[src/rtl/vsr_pkg.sv]
package vsr_pkg;
  localparam int AW = 8;
  localparam int DW = 8;
  localparam int NGRP = 3;

  // group order: 0 main input, 1 secondary input, 2 output
  localparam logic [AW-1:0] GRP_BASE [NGRP] = '{8'h00, 8'h20, 8'h37};
  localparam int            GRP_CNT  [NGRP] = '{19, 8, 19};

  localparam logic [AW-1:0] CMD_ADDR  = 8'h7E;
  localparam logic [AW-1:0] STAT_ADDR = 8'h7F;

  function automatic logic [DW-1:0] reset_value(input logic [AW-1:0] a);
    logic [DW-1:0] v;
    case (a)
      8'h04: v = 8'h61;
      8'h05: v = 8'h88;
      8'h07: v = 8'h40;
      8'h0B: v = 8'h69;
      8'h0D: v = 8'h90;
      8'h0E, 8'h0F: v = 8'hB4;
      8'h10: v = 8'h90;
      8'h12: v = 8'h50;
      8'h37, 8'h40: v = 8'h48;
      8'h38: v = 8'h9C;
      8'h3E, 8'h43: v = 8'h5A;
      8'h3F, 8'h44: v = 8'hB4;
      8'h41: v = 8'h90;
      8'h45: v = 8'hB0;
      8'h46: v = 8'h10;
      8'h47: v = 8'h7F;
      default: v = 8'h00;
    endcase
    return v;
  endfunction
endpackage

[src/rtl/vsr_shadow_group.sv]
module vsr_shadow_group
  import vsr_pkg::*;
#(
  parameter logic [7:0] BASE  = 8'h00,
  parameter int         COUNT = 19
) (
  input  logic          clk,
  input  logic          rst_n,
  input  logic          wr_en,
  input  logic [AW-1:0] addr,
  input  logic [DW-1:0] wdata,
  input  logic          store,
  input  logic          takeover,
  output logic          hit,
  output logic [DW-1:0] rd_val,
  output logic          pending
);
  logic [COUNT-1:0][DW-1:0] shadow_q, shadow_d;
  logic [COUNT-1:0][DW-1:0] active_q, active_d;
  logic                     pending_q, pending_d;
  logic [AW-1:0]            off;
  logic                     commit;

  assign off     = addr - BASE;
  assign hit     = (off < AW'(COUNT));
  assign commit  = takeover & pending_q & ~store;
  assign pending = pending_q;

  always_comb begin
    rd_val   = '0;
    shadow_d = shadow_q;
    for (int i = 0; i < COUNT; i++) begin
      if (off == AW'(i)) rd_val = active_q[i];
      if (wr_en && (off == AW'(i))) shadow_d[i] = wdata;
    end
    active_d  = commit ? shadow_q : active_q;
    pending_d = store | (pending_q & ~commit);
  end

  always_ff @(posedge clk or negedge rst_n) begin
    if (!rst_n) begin
      for (int i = 0; i < COUNT; i++) begin
        shadow_q[i] <= reset_value(BASE + AW'(i));
        active_q[i] <= reset_value(BASE + AW'(i));
      end
      pending_q <= 1'b0;
    end else begin
      shadow_q  <= shadow_d;
      active_q  <= active_d;
      pending_q <= pending_d;
    end
  end

  // active copy only moves on a commit
  p_active_hold_r1: assert property (@(posedge clk) disable iff (!rst_n)
    !commit |=> $stable(active_q));
  // a commit delivers the shadow contents seen at the strobe
  p_commit_copy_r3: assert property (@(posedge clk) disable iff (!rst_n)
    commit |=> (active_q == $past(shadow_q)));
  // a store arms the group
  p_store_arms_r2: assert property (@(posedge clk) disable iff (!rst_n)
    store |=> pending_q);
  // armed state persists until a strobe
  p_pending_hold_r2: assert property (@(posedge clk) disable iff (!rst_n)
    (pending_q && !takeover) |=> pending_q);
  // strobe without simultaneous store disarms
  p_strobe_disarms_r3: assert property (@(posedge clk) disable iff (!rst_n)
    (pending_q && takeover && !store) |=> !pending_q);
endmodule

[src/rtl/vsr_event_flags.sv]
module vsr_event_flags #(
  parameter int LINE_W = 10,
  parameter int REL_W  = 4
) (
  input  logic              clk,
  input  logic              rst_n,
  input  logic              nm_update,
  input  logic [LINE_W-1:0] lb_start_line,
  input  logic [LINE_W-1:0] lb_end_line,
  input  logic              lb_start_ok,
  input  logic              lb_end_ok,
  input  logic [REL_W-1:0]  lb_reliab,
  input  logic              clr,
  output logic              noise_flag,
  output logic              lb_flag
);
  localparam int LBW = 2 * LINE_W + 2 + REL_W;

  logic [LBW-1:0] lb_now, lb_prev_q;
  logic           noise_q, noise_d, lb_q, lb_d, lb_chg;

  assign lb_now     = {lb_start_line, lb_end_line, lb_start_ok, lb_end_ok, lb_reliab};
  assign lb_chg     = (lb_now != lb_prev_q);
  assign noise_flag = noise_q;
  assign lb_flag    = lb_q;

  always_comb begin
    noise_d = nm_update | (noise_q & ~clr);
    lb_d    = lb_chg | (lb_q & ~clr);
  end

  always_ff @(posedge clk or negedge rst_n) begin
    if (!rst_n) begin
      noise_q   <= 1'b0;
      lb_q      <= 1'b0;
      lb_prev_q <= '0;
    end else begin
      noise_q   <= noise_d;
      lb_q      <= lb_d;
      lb_prev_q <= lb_now;
    end
  end

  // a noise pulse always leaves the flag set, read or not
  p_noise_set_r6: assert property (@(posedge clk) disable iff (!rst_n)
    nm_update |=> noise_q);
  // a read with no new pulse clears the flag
  p_noise_clear_r6: assert property (@(posedge clk) disable iff (!rst_n)
    (clr && !nm_update) |=> !noise_q);
  // letterbox flag is sticky without a read
  p_lb_sticky_r7: assert property (@(posedge clk) disable iff (!rst_n)
    (lb_q && !clr) |=> lb_q);
endmodule

[src/rtl/vsr_ctrl_bank.sv]
module vsr_ctrl_bank
  import vsr_pkg::*;
#(
  parameter int LB_LINE_W = 10,
  parameter int LB_REL_W  = 4
) (
  input  logic                 clk,
  input  logic                 rst_n,
  input  logic                 wr_en,
  input  logic                 rd_en,
  input  logic [AW-1:0]        addr,
  input  logic [DW-1:0]        wdata,
  output logic [DW-1:0]        rdata,
  input  logic                 tko_main,
  input  logic                 tko_sec,
  input  logic                 tko_out,
  input  logic                 nm_update,
  input  logic [LB_LINE_W-1:0] lb_start_line,
  input  logic [LB_LINE_W-1:0] lb_end_line,
  input  logic                 lb_start_ok,
  input  logic                 lb_end_ok,
  input  logic [LB_REL_W-1:0]  lb_reliab
);
  logic [1:0]      rst_sync_q;
  logic            rst_i_n;
  logic [NGRP-1:0] tko, store, hit, pend;
  logic [DW-1:0]   grp_rd [NGRP];
  logic            stat_sel, cmd_wr, clr;
  logic            noise_flag, lb_flag;
  logic [DW-1:0]   status, rd_mux, rdata_q, rdata_d;

  // reset asserted asynchronously, released on the clock
  always_ff @(posedge clk or negedge rst_n) begin
    if (!rst_n) rst_sync_q <= 2'b00;
    else        rst_sync_q <= {rst_sync_q[0], 1'b1};
  end
  assign rst_i_n = rst_sync_q[1];

  assign tko      = {tko_out, tko_sec, tko_main};
  assign stat_sel = (addr == STAT_ADDR);
  assign cmd_wr   = wr_en & (addr == CMD_ADDR);
  assign store    = cmd_wr ? wdata[NGRP-1:0] : '0;
  assign clr      = rd_en & stat_sel;

  for (genvar g = 0; g < NGRP; g++) begin : g_grp
    vsr_shadow_group #(
      .BASE (GRP_BASE[g]),
      .COUNT(GRP_CNT[g])
    ) u_grp (
      .clk     (clk),
      .rst_n   (rst_i_n),
      .wr_en   (wr_en),
      .addr    (addr),
      .wdata   (wdata),
      .store   (store[g]),
      .takeover(tko[g]),
      .hit     (hit[g]),
      .rd_val  (grp_rd[g]),
      .pending (pend[g])
    );
  end

  vsr_event_flags #(
    .LINE_W(LB_LINE_W),
    .REL_W (LB_REL_W)
  ) u_events (
    .clk          (clk),
    .rst_n        (rst_i_n),
    .nm_update    (nm_update),
    .lb_start_line(lb_start_line),
    .lb_end_line  (lb_end_line),
    .lb_start_ok  (lb_start_ok),
    .lb_end_ok    (lb_end_ok),
    .lb_reliab    (lb_reliab),
    .clr          (clr),
    .noise_flag   (noise_flag),
    .lb_flag      (lb_flag)
  );

  always_comb begin
    status = {3'b000, lb_flag, noise_flag, pend};
    rd_mux = stat_sel ? status : '0;
    for (int g = 0; g < NGRP; g++) begin
      if (hit[g]) rd_mux = rd_mux | grp_rd[g];
    end
    rdata_d = rd_en ? rd_mux : rdata_q;
  end

  always_ff @(posedge clk or negedge rst_n) begin
    if (!rst_n) rdata_q <= '0;
    else        rdata_q <= rdata_d;
  end
  assign rdata = rdata_q;

  // unmapped reads return zero
  p_unmapped_zero_r8: assert property (@(posedge clk) disable iff (!rst_i_n)
    (rd_en && (hit == '0) && !stat_sel) |=> (rdata == '0));
  // read data holds between reads
  p_rdata_hold_r10: assert property (@(posedge clk) disable iff (!rst_i_n)
    !rd_en |=> $stable(rdata));
  // reserved status bits never set
  p_status_top_r8: assert property (@(posedge clk) disable iff (!rst_i_n)
    (rd_en && stat_sel) |=> (rdata[7:5] == 3'b000));
endmodule

[config.mk]
export PLATFORM = sky130hd
export DESIGN_NAME = vsr_ctrl_bank
export DESIGN_NICKNAME = d
export VERILOG_FILES = /design/src/rtl/vsr_pkg.sv /design/src/rtl/vsr_shadow_group.sv /design/src/rtl/vsr_event_flags.sv /design/src/rtl/vsr_ctrl_bank.sv
export SDC_FILE = /design/constraint.sdc
export NUM_CORES = 1
export LEC_CHECK = 0
export BUFFER_PORTS_ARGS = -buffer_cell sky130_fd_sc_hd__buf_2
export CAP_MARGIN = 20
export CORE_MARGIN = 2
export CORE_UTILIZATION = 59
export DETAILED_ROUTE_END_ITERATION = 8
export GPL_TIMING_DRIVEN = 0
export PLACE_DENSITY = 0.81
export SYNTH_ARGS = -nofsm -noshare
export SYNTH_HDL_FRONTEND = slang
export SYNTH_HIERARCHICAL = 1
export SYNTH_SLANG_ARGS = --single-unit
export TNS_END_PERCENT = 50
[constraint.sdc]
create_clock -name clk -period 71.9 [get_ports clk]
set_input_delay 7.19 -clock clk [delete_from_list [all_inputs] [get_ports clk]]
set_output_delay 7.19 -clock clk [all_outputs]
set_load 0.05 [all_outputs]
; After elaboration in Yosys (flattened, before gate mapping)
; Cells that the tools add are included.
[word_totals]
output_inout_bits = 8
in_bits = 50
wordCells = 279
reg_bits = 777
[classes]
n_lt_le_gt_ge = 3
bitwise_logic = 28
n_reduce_logical = 49
eq_ne = 46
n_mux = 51
addsub = 2
[ops]
columns = op, count
row1 = 8-bit two-way mux, 49
row2 = "8-bit by 4-bit equality test with 1-bit output, second input constant", 16
row3 = "8-bit by 3-bit equality test with 1-bit output, second input constant", 12
row4 = "8-bit by 2-bit equality test with 1-bit output, second input constant", 6
row5 = "8-bit by 5-bit equality test with 1-bit output, second input constant", 6
row6 = 1-bit logical AND, 46
row7 = 26-bit inequality test, 1
row8 = "8-bit by 1-bit equality test with 1-bit output, second input constant", 3
row9 = 8-bit zero test, 3
row10 = "8-bit by 7-bit equality test with 1-bit output, second input constant", 2
row11 = "8-bit by 5-bit < comparator with 1-bit output, second input constant", 2
row12 = 8-bit OR, 2
row13 = "8-bit by 6-bit subtractor with 8-bit output, second input constant", 2
row14 = 1-bit AND, 13
row15 = "8-bit by 4-bit < comparator with 1-bit output, second input constant", 1
row16 = 5-bit by 8-bit OR with 8-bit output, 1
row17 = 1-bit NOT, 7
row18 = 5-bit two-way mux, 1
row19 = 1-bit OR, 5
row20 = 3-bit two-way mux, 1

; Depth between registers and ports, before layout
[logic_depth]
word_depth = 26
depth_mapped = 13
depth_no_buf = 10

; Cells and area by module
; Netlist, hierarchy kept.
[modules_own_cells]
columns = module, area_each_um2, instances, cells_per_inst, seq_area_each_um2
row1 = vsr_shadow_group at g_grp[0].u_grp, 13395.3, 1, 1001, 7692.4
row2 = vsr_shadow_group at g_grp[2].u_grp, 13285.2, 1, 963, 7724.9
row3 = vsr_shadow_group at g_grp[1].u_grp, 5560.3, 1, 388, 3228.1
row4 = vsr_event_flags, 998.5, 1, 65, 700.7
row5 = vsr_ctrl_bank, 549.3, 1, 52, 250.2

; Worst setup path after synthesis
; OpenSTA, ideal clock, no wires.
[synth_path]
kind = input -> register
from = input port addr[6]
to = register rdata_q[2], in the netlist rdata[2]
setup_time_ps = 118
stages = 9
arrival_time_ps = 9430
n_path_buf = 1
path_slack_ps = 62352
required_time_ps = 71782
cell_sequence = or4_1 buf_2 or4_1 a41o_1 o31ai_1 a21oi_1 a222oi_1 a21oi_1 a21o_1
[synth_rtl]
columns = element, line_no
row1 = "start, declared", vsr_ctrl_bank.sv:11  ; input logic [AW-1:0] addr,
row2 = "end signal, assigned", vsr_ctrl_bank.sv:91  ; else rdata_q <= rdata_d;
row3 = "end, declared", vsr_ctrl_bank.sv:30  ; logic [DW-1:0] status, rd_mux, rdata_q, rdata_d;

==> key figures <==
Outcome
  • Outcome: complete, no violations

Floorplanning
  • Core Area: 56500 µm²
  • Row Count: 87
  • Die area: 59200 µm²
  • DIE HEIGHT: 243 µm
  • Initial Utilization: 0.598
  • Die W: 243 µm
  • Ports: 58

Cells and area
  • Register Area: 19600 µm²
  • Fin area: 38000 µm²
  • Area of the multi-input gates: 13400 µm²
  • Filler cells: 3934
  • Synthesis-to-layout area growth: 12.4%
  • Layout cell share with drive strength beyond 1: 0.428
  • Layout Nets: 2669

Global routing
  • Largest net degree at the start of global routing: 78
  • Overflow after GRT: 0
  • First-pass GRT wire length: 147 mm
  • Vias in the first global route: 23108
  • Initial antenna violation count: 5
  • Global Route Usage Sum: 0.332

Detailed routing
  • Vias per cell: 6.41
  • Drt drc: 0
  • Antenna-violating nets left: 0
  • Vias post-DR: 22050
  • Final WL: 96.5 mm
  • WL/cell: 28.1 µm
  • Initial drt markers: 1891
  • Drt pass-1 iters: 5

Timing
  • Final Hold Fails: 0
  • Final Setup Violations: 0
  • Max Transition Viols Final: 0
  • Final clock skew: 13.1 ps
  • RSZ-0062 raised after global routing: false
  • Slew @ Worst Pin: 1170 ps
  • Fmax achieved: 92.4 MHz
  • Worst hold slack: 350 ps
  • Setup TNS Final: 0 ps
  • Fin crit period: 10820 ps
  • Final period utilization: 0.150
  • Relative slew slack: 0.215

Pwr
  • PwrDens: 24.4 nW/µm²
  • Leakage Power: 0.0182 µW
  • Worst VDD drop: 22.4 µV

Placed design
  • Post-DP HPWL: 66.8 mm
  • Post-Place Cell Area: 35300 µm²
  • RePlAce Congestion: 0.947
  • Port bufs: 56

Critical path
  • Crit path kind: primary input to flop
  • R2R Setup Slk: 68890 ps
  • Critical Path RT: 72410 ps
  • Worst Setup End Kind: flop
  • CP Max Fanout: 11
  • Crit start category: primary input
  • Arrival time at the worst endpoint: 11330 ps

CTS
  • Post-CTS Setup Bufs: 0
  • Hold_buf cts: 0
  • H-tree levels: 3
  • Cts bufs inserted: 80
  • Clock tree from TritonCTS: built
  • CTS clk-pin slew, worst paths: 60 ps
  • CTS root buffer: clkbuf_16
  • Latest clock arrival within the worst-skew pair: 620 ps
  • Clk buf depth: 3
  • Clock sink count: 777
  • Resized Gates After CTS: 0

Logic synthesis
  • Syn Inst Count: 2469
  • Ys Warns: 6
  • Synth top area share: 0.485
  • Syn Nets: 2520
  • Post-synth EDFFs: 0
  • Cell taking the most area after synthesis: dfrtp_1
  • Primary FF master, synth: dfrtp_1
  • #FFs+latches synth: 777
  • Seq/Total Area, Yosys: 0.580
  • Syn Std Cell Area: 33800 µm²
  • Area contributors post-synth: dfrtp_1, mux2_2, dfstp_2
  • Netlist cell types: 92
  • Asr flop ratio synth: 1.00
  • Mapped Avg Cell Area: 13.7 µm²

Hold path
  • Worst hold path class: flop to flop

Flow run
  • Max_cap viols: 0
worst max-delay path, stage by stage:
cell	delay (ps)
buf_2	430
buf_2	380
buf_1	580
clkbuf_1	680
nor2_1	110
a21oi_1	150
o21ai_0	140
o31ai_1	610
a21oi_1	180
a222oi_1	560
a21oi_1	130
a21o_1	160
cell type report:
class | instances | area share
antenna | 1 | 0.0000659
buffer | 159 | 0.0176
clock buffer | 122 | 0.0632
clock inverter | 25 | 0.00675
inverter | 24 | 0.00237
multi-input combinational | 1509 | 0.354
sequential | 777 | 0.516
tap | 756 | 0.0249
timing repair buffer | 67 | 0.0152
metal layers:
layer / up-vias / routed length, µm / GRT usage
li1: 9329 / - / -
met1: 11639 / 40300 / 0.458
met2: 858 / 45900 / 0.529
met3: 218 / 6560 / 0.0585
met4: 6 / 3710 / 0.124
met5: - / 36 / 0
cells in the mapped netlist (13+ instances only):
| cell | count |
|---|---|
| nor3_1 | 29 |
| o22ai_1 | 32 |
| dfrtp_1 | 655 |
| o21ai_0 | 69 |
| xnor2_1 | 17 |
| buf_2 | 36 |
| nand3_1 | 26 |
| nand2_1 | 89 |
| nor2_1 | 66 |
| mux2_2 | 742 |
| buf_1 | 27 |
| a21o_1 | 15 |
| nor2b_1 | 15 |
| inv_1 | 19 |
| mux2i_1 | 41 |
| dfstp_2 | 122 |
| a21oi_1 | 83 |
| clkbuf_1 | 90 |
| a22oi_1 | 16 |
| nand2b_1 | 17 |
| a211oi_1 | 13 |
logic make-up after synthesis:
logic type | synth area share
mux | 0.265
flops | 0.580
fa+ha+maj | 0.000370
xor+xnor | 0.00726
simple gates | 0.0585
buf+inv | 0.0225
compound gates | 0.0659
other cells | 0.000111
layout by cell type (no fill, tap or decap), types with 16 or more instances in the layout:
master,synthesis,layout
xnor2_1,17,17
inv_1,19,19
nand3_1,26,26
buf_1,27,27
clkbuf_1,90,109
clkbuf_16,0,81
dfstp_2,122,122
dfrtp_1,655,654
nand2b_1,17,17
buf_2,36,92
nor2_1,66,66
o21ai_0,69,69
clkbuf_8,0,22
mux2_2,742,742
nor3_1,29,29
a22oi_1,16,16
a21oi_1,83,83
nand2_1,89,89
o22ai_1,32,32
mux2i_1,41,41
per-stage QoR:
stage	instances	utilization	power [µW]	setup WS, ps
after floorplan	2469	-	496	49090
after global placement	3281	0.620	514	42640
after detailed placement	3292	0.625	518	60580
after CTS	3439	0.672	934	61220
after global routing	3439	0.672	958	61020
final	3440	0.672	927	61080
report_power, final:
part,internal [µW],switching (µW)
combinational,17.5,36.6
clock,245,170
sequential,451,6.74
total,714,213
state kept, by name, indices dropped and copies added, names as in the netlist:
register and flops:
g_grp.u_grp/active_q 368, g_grp.u_grp/pending 3, u_events/lb_flag 1, u_events/noise_flag 1, rdata 8, rst_sync_q 2
g_grp.u_grp/shadow_q 368, u_events/lb_prev_q 26
worst paths after layout:
| kind | from | endpoint | cells past startpoint |
|---|---|---|---|
| worst min-delay path | rst_sync_q[0] | rst_sync_q[1] | 0 |
| worst max-delay path | addr[0] | rdata[2] | 12 |
| worst min register to register | rst_sync_q[0] | rst_sync_q[1] | 0 |
| max in group asynchronous | rst_n | rst_sync_q[1] | 1 |
| worst max register to register | g_grp[0].u_grp/active_q[31] | rdata[7] | 8 |
| min in group asynchronous | rst_sync_q[1] | g_grp[1].u_grp/active_q[24] | 0 |
No activity file was read; power rests on OpenSTA's default activity.
